### config.mk
export PLATFORM = sky130hd
export DESIGN_NAME = dec_bypass_top
export DESIGN_NICKNAME = d
export VERILOG_FILES = /design/src/rtl/dec_bypass_pkg.sv /design/src/rtl/dec_bypass_match.sv /design/src/rtl/dec_bypass_prio.sv /design/src/rtl/dec_bypass_mux.sv /design/src/rtl/dec_bypass_top.sv
export SDC_FILE = /design/constraint.sdc
export NUM_CORES = 1
export LEC_CHECK = 0
export BUFFER_PORTS_ARGS = -buffer_cell sky130_fd_sc_hd__buf_2
export CORE_MARGIN = 2
export CORE_UTILIZATION = 24
export DETAILED_ROUTE_END_ITERATION = 8
export GPL_ROUTABILITY_DRIVEN = 0
export SYNTH_ARGS = -nofsm -noshare
export SYNTH_HDL_FRONTEND = slang
export SYNTH_SLANG_ARGS = --single-unit
### constraint.sdc
create_clock -name vclk -period 2.05
set_input_delay 0.205 -clock vclk [all_inputs]
set_output_delay 0.205 -clock vclk [all_outputs]
set_load 0.02 [all_outputs]
### src/rtl/dec_bypass_pkg.sv
package dec_bypass_pkg;
  localparam int unsigned REG_W = 4;
  localparam logic [REG_W-1:0] REG_NONE = 4'hF;
  localparam int unsigned N_SRC = 5;

  typedef enum logic [1:0] {
    CLS_OTHER = 2'd0,
    CLS_CALL  = 2'd1,
    CLS_JUMP  = 2'd2,
    CLS_RET   = 2'd3
  } dec_cls_e;

  typedef logic [REG_W-1:0] reg_id_t;

  // a destination matches a source only when both name a real register
  function automatic logic id_hit(input reg_id_t src, input reg_id_t dst);
    return (src != REG_NONE) && (dst == src);
  endfunction

  function automatic logic uses_pc(input logic [1:0] cls);
    return (cls == CLS_CALL) || (cls == CLS_JUMP);
  endfunction
endpackage

### src/rtl/dec_bypass_match.sv
module dec_bypass_match
  import dec_bypass_pkg::*;
#(
  parameter int unsigned NS = N_SRC
) (
  input  logic [REG_W-1:0]    src,
  input  logic [NS*REG_W-1:0] dsts,
  output logic [NS-1:0]       hits
);
  for (genvar g = 0; g < NS; g++) begin : g_cmp
    assign hits[g] = id_hit(src, dsts[g*REG_W +: REG_W]);
  end
endmodule

### src/rtl/dec_bypass_prio.sv
module dec_bypass_prio #(
  parameter int unsigned NS = 5
) (
  input  logic [NS-1:0] hits,
  output logic [NS-1:0] grant
);
  // index 0 is the youngest producer and wins
  always_comb begin
    grant = '0;
    for (int i = NS - 1; i >= 0; i--) begin
      if (hits[i]) grant = '0;
      if (hits[i]) grant[i] = 1'b1;
    end
  end
endmodule

### src/rtl/dec_bypass_mux.sv
module dec_bypass_mux #(
  parameter int unsigned DW = 32,
  parameter int unsigned NS = 5
) (
  input  logic [NS-1:0]    grant,
  input  logic [NS*DW-1:0] vals,
  input  logic [DW-1:0]    dflt,
  output logic [DW-1:0]    y
);
  logic [DW-1:0] orv;
  always_comb begin
    orv = '0;
    for (int i = 0; i < NS; i++)
      orv = orv | (vals[i*DW +: DW] & {DW{grant[i]}});
  end
  assign y = (|grant) ? orv : dflt;
endmodule

### src/rtl/dec_bypass_top.sv
module dec_bypass_top
  import dec_bypass_pkg::*;
#(
  parameter int unsigned DW = 32
) (
  input  logic          clk,
  input  logic          rst_n,
  input  logic [1:0]    dec_cls,
  input  logic [DW-1:0] dec_next_pc,
  input  logic [3:0]    src_a,
  input  logic [3:0]    src_b,
  input  logic [DW-1:0] rf_a,
  input  logic [DW-1:0] rf_b,
  input  logic [3:0]    ex_dst_e,
  input  logic [DW-1:0] ex_alu_val,
  input  logic [3:0]    mem_dst_e,
  input  logic [DW-1:0] mem_alu_val,
  input  logic [3:0]    mem_dst_m,
  input  logic [DW-1:0] mem_load_val,
  input  logic [3:0]    wb_dst_e,
  input  logic [DW-1:0] wb_alu_val,
  input  logic [3:0]    wb_dst_m,
  input  logic [DW-1:0] wb_load_val,
  output logic [DW-1:0] opnd_a,
  output logic [DW-1:0] opnd_b
);
  localparam int unsigned NS = N_SRC;

  logic [NS*REG_W-1:0] dst_vec;
  logic [NS*DW-1:0]    val_vec;
  assign dst_vec = {wb_dst_e, wb_dst_m, mem_dst_e, mem_dst_m, ex_dst_e};
  assign val_vec = {wb_alu_val, wb_load_val, mem_alu_val, mem_load_val, ex_alu_val};

  logic [NS-1:0] hit_a, hit_b, gnt_a, gnt_b;
  logic [DW-1:0] fwd_a, fwd_b;
  logic          pc_sel_a;

  dec_bypass_match #(.NS(NS)) u_ma (.src(src_a), .dsts(dst_vec), .hits(hit_a));
  dec_bypass_match #(.NS(NS)) u_mb (.src(src_b), .dsts(dst_vec), .hits(hit_b));
  dec_bypass_prio  #(.NS(NS)) u_pa (.hits(hit_a), .grant(gnt_a));
  dec_bypass_prio  #(.NS(NS)) u_pb (.hits(hit_b), .grant(gnt_b));
  dec_bypass_mux #(.DW(DW), .NS(NS)) u_xa (.grant(gnt_a), .vals(val_vec), .dflt(rf_a), .y(fwd_a));
  dec_bypass_mux #(.DW(DW), .NS(NS)) u_xb (.grant(gnt_b), .vals(val_vec), .dflt(rf_b), .y(fwd_b));

  assign pc_sel_a = uses_pc(dec_cls);
  assign opnd_a   = pc_sel_a ? dec_next_pc : fwd_a;
  assign opnd_b   = fwd_b;
endmodule

==> results.toml <==
[timing]
slew_headroom_pct = 70.6
hold_violations = 0
finalCriticalPeriod_ps = 2260
finalCritPeriodShare_pct = 110
drv_slew = 0
rsz0062_at_grt = "true"
setup_viol = 37
worstMarginPinSlew_ps = 441
fmax_mhz = 442
fin_ws_ps = -211
fin_tns_setup_ps = -5510

[layout]
clockBufferCount = 0
ff_latch_area_sq_um = 0
drive_above_1_share_pct = 65.5
fin_area_sq_mm = 0.0108
final_nets = 1449
design.seq.count = 0
syn_to_final_growth_pct = 96.4

[place]
io_buffers = 350
dp_slack_ps = -275
place_area_sq_mm = 0.00886
hpwl_mm = 27.1

[synthesis]
synthesis.nets = 1031
syn_avg_cell_area_sq_um = 7.40
yosysUniqueCellTypes = 48
synthTopCellsByArea = "a221oi_2 (16%), or3_1 (7.3%), a32o_1 (5.8%)"
ys_warn_count = 0
yosysTopAreaCell = "a221oi_2"
syn_area_sq_mm = 0.00550
synth_cells = 743
yosysSeqAreaShare_pct = 0
synth.top_cell.area_share_pct = 16.1

[grt]
first_global_vias = 8703
met1_usage_pct = 35.4
grt_pass1_wl_mm = 53.6
grtUsageTotal_pct = 28.6
grt_max_degree = 33
use_met2_pct = 50.9
antenna_found_initial = 6
use_met3_pct = 4.35
overflow = 0
top_usage_layer = "met2"

[setup_path]
cp-startpoint = "src_a[0]"
cp_data_required_time_ps = 1850
cp-end-kind = "output port"
crit_fanout = 11
critPathKind = "primary input to output port"
max_stage_delay_ps = 470
critPathBufInv = 4
cp.depth = 9
critPathTopFamily = "buffers and inverters"
worstPathArrival_ps = 2060
cp_cell_sequence = "buf_8, and2_4, a311o_2, buf_4, or3_1, o2111ai_1, buf_4, a221oi_4, buf_4"
cp_slowest_cell = "a311o_2"
crit_top_cell = "buf_4"
start_kind = "primary input"
setup.worst_path.end = "opnd_a[10]"

[die]
die_area_sq_mm = 0.0241
die_w_um = 155
io-pin-count = 352
fp-row-count = 55
start_util_pct = 24.3
die_y_um = 155
core_area_sq_mm = 0.0226

[routing]
ant_nets = 0
drc = 0
wl_per_cell_um = 26.5
firstDrtPassIters = 5
viasPerCell = 6.20
routed_wl_mm = 38.5
vias = 8996
drt_iter0_markers = 932

[power]
power_density_mw_per_mm2 = 416
ir_drop_mv = 0.216
power.internal_uw = 2090
pwr-share-comb_pct = 100.0
switching_share_pct = 53.4
p_switching_uw = 2400
fin_total_pwr_uw = 4490
clkPwrFrac_pct = 0
p_seq_share_pct = 0
power.leakage_uw = 0.00446

[run_status]
violations = "negative setup slack"
status = "finished, violations left"

[worst_hold_path]
hold_path_class = "primary input to output port"

[run]
cap_violations = 0

[clocking]
ctsHoldBuffers = 0
-- tightest hold or removal path, stage by stage --
cell and delay (ps):
buf_2 80, a2bb2oi_2 120, buf_4 140
-- synthesized netlist by cell type (2+ instances only) --
cell and number:
buf_1 5, a32o_1 32, nand4_1 34, a221oi_2 59, and3_1 4, o22ai_1 32
nand4b_1 31, nand3_1 38, xnor2_1 26, nand2_1 5, a22oi_1 2, a211oi_1 32
inv_1 31, o2111ai_1 32, a31o_2 31, nand3b_1 31, buf_2 27, clkbuf_1 77
a221oi_1 3, buf_6 5, xor2_1 15, nor2_1 38, nor3b_1 31, or3_1 64
buf_4 3, a2bb2oi_1 33
-- power groups by stage --
stage / combinational (uW) / clock, uW / sequential (uW)
after detailed placement: 3590 / 0 / 0
after CTS: 4210 / 0 / 0
final: 4490 / 0.000393 / 0
after global routing: 4680 / 0.000262 / 0
after floorplan: 1980 / 0 / 0
after global placement: 3560 / 0 / 0
-- per-stage QoR --
| stage | hold WS (ps) | util [%] | cells |
|---|---|---|---|
| after floorplan | 548 | - | 743 |
| after global placement | 758 | 39.3 | 1407 |
| after detailed placement | 758 | 39.3 | 1407 |
| after CTS | 756 | 44.9 | 1435 |
| after global routing | 768 | 47.8 | 1448 |
| final | 757 | 47.8 | 1450 |
-- cell type report --
| class | instances | area, sq um |
|---|---|---|
| repair buffers | 533 | 4230 |
| multi-input cells | 595 | 6080 |
| diodes | 6 | 15.0 |
| inverters | 31 | 116 |
| fillers | 2151 | 11800 |
| well taps | 285 | 357 |
-- timing repair --
item / CTS / global route
resized for setup: 182 / 116
buffers inserted: 23 / 12
pin swaps: 25 / 59
cloned: 8 / 9
endpoints found under the setup margin: 64 / 64
-- how the worst min path moves through the flow --
stage,from,to,slack [ps],cells after the start
finish,rf_b[17],opnd_b[17],760,3
global route,rf_a[3],opnd_a[3],770,4
CTS,rf_b[11],opnd_b[11],760,3
detailed placement,rf_a[19],opnd_a[19],760,4
global placement,rf_a[1],opnd_a[1],760,4
floorplan,rf_a[11],opnd_a[11],550,2
-- routing by layer --
metal | share of wire, % | vias to the layer above
met5 | 0.031 | -
met4 | 4.1 | 2
met3 | 8.9 | 121
met2 | 48 | 625
met1 | 38 | 4324
li1 | - | 3924
-- kinds of logic (layout without fill, tap and decap cells) --
kind of cell | after synthesis | in the layout | share of synthesized area, %
xor gates and xnor gates | 41 | 41 | 6.53
and+or+nand+nor | 284 | 284 | 32.6
buffers and inverters | 148 | 564 | 11.6
other | 0 | 6 | 0
AOI/OAI and AO/OA | 270 | 270 | 49.2
-- layout by cell type, fill, tap and decap left out, drive strengths merged, types with 2 or more instances in the layout --
cell / instances
a211oi: 33
a21oi: 2
a221oi: 62
a22oi: 2
a2bb2oi: 34
a311o: 2
a31o: 32
a32o: 32
and2: 2
and3: 4
buf: 524
bufbuf: 2
clkbuf: 7
diode: 6
inv: 31
nand2: 5
nand3: 38
nand3b: 31
nand4: 35
nand4b: 31
nor2: 39
nor3b: 31
o2111ai: 32
o22ai: 32
or3: 64
xnor2: 26
xor2: 15
Note: power is estimated with default switching activity, not from simulation.
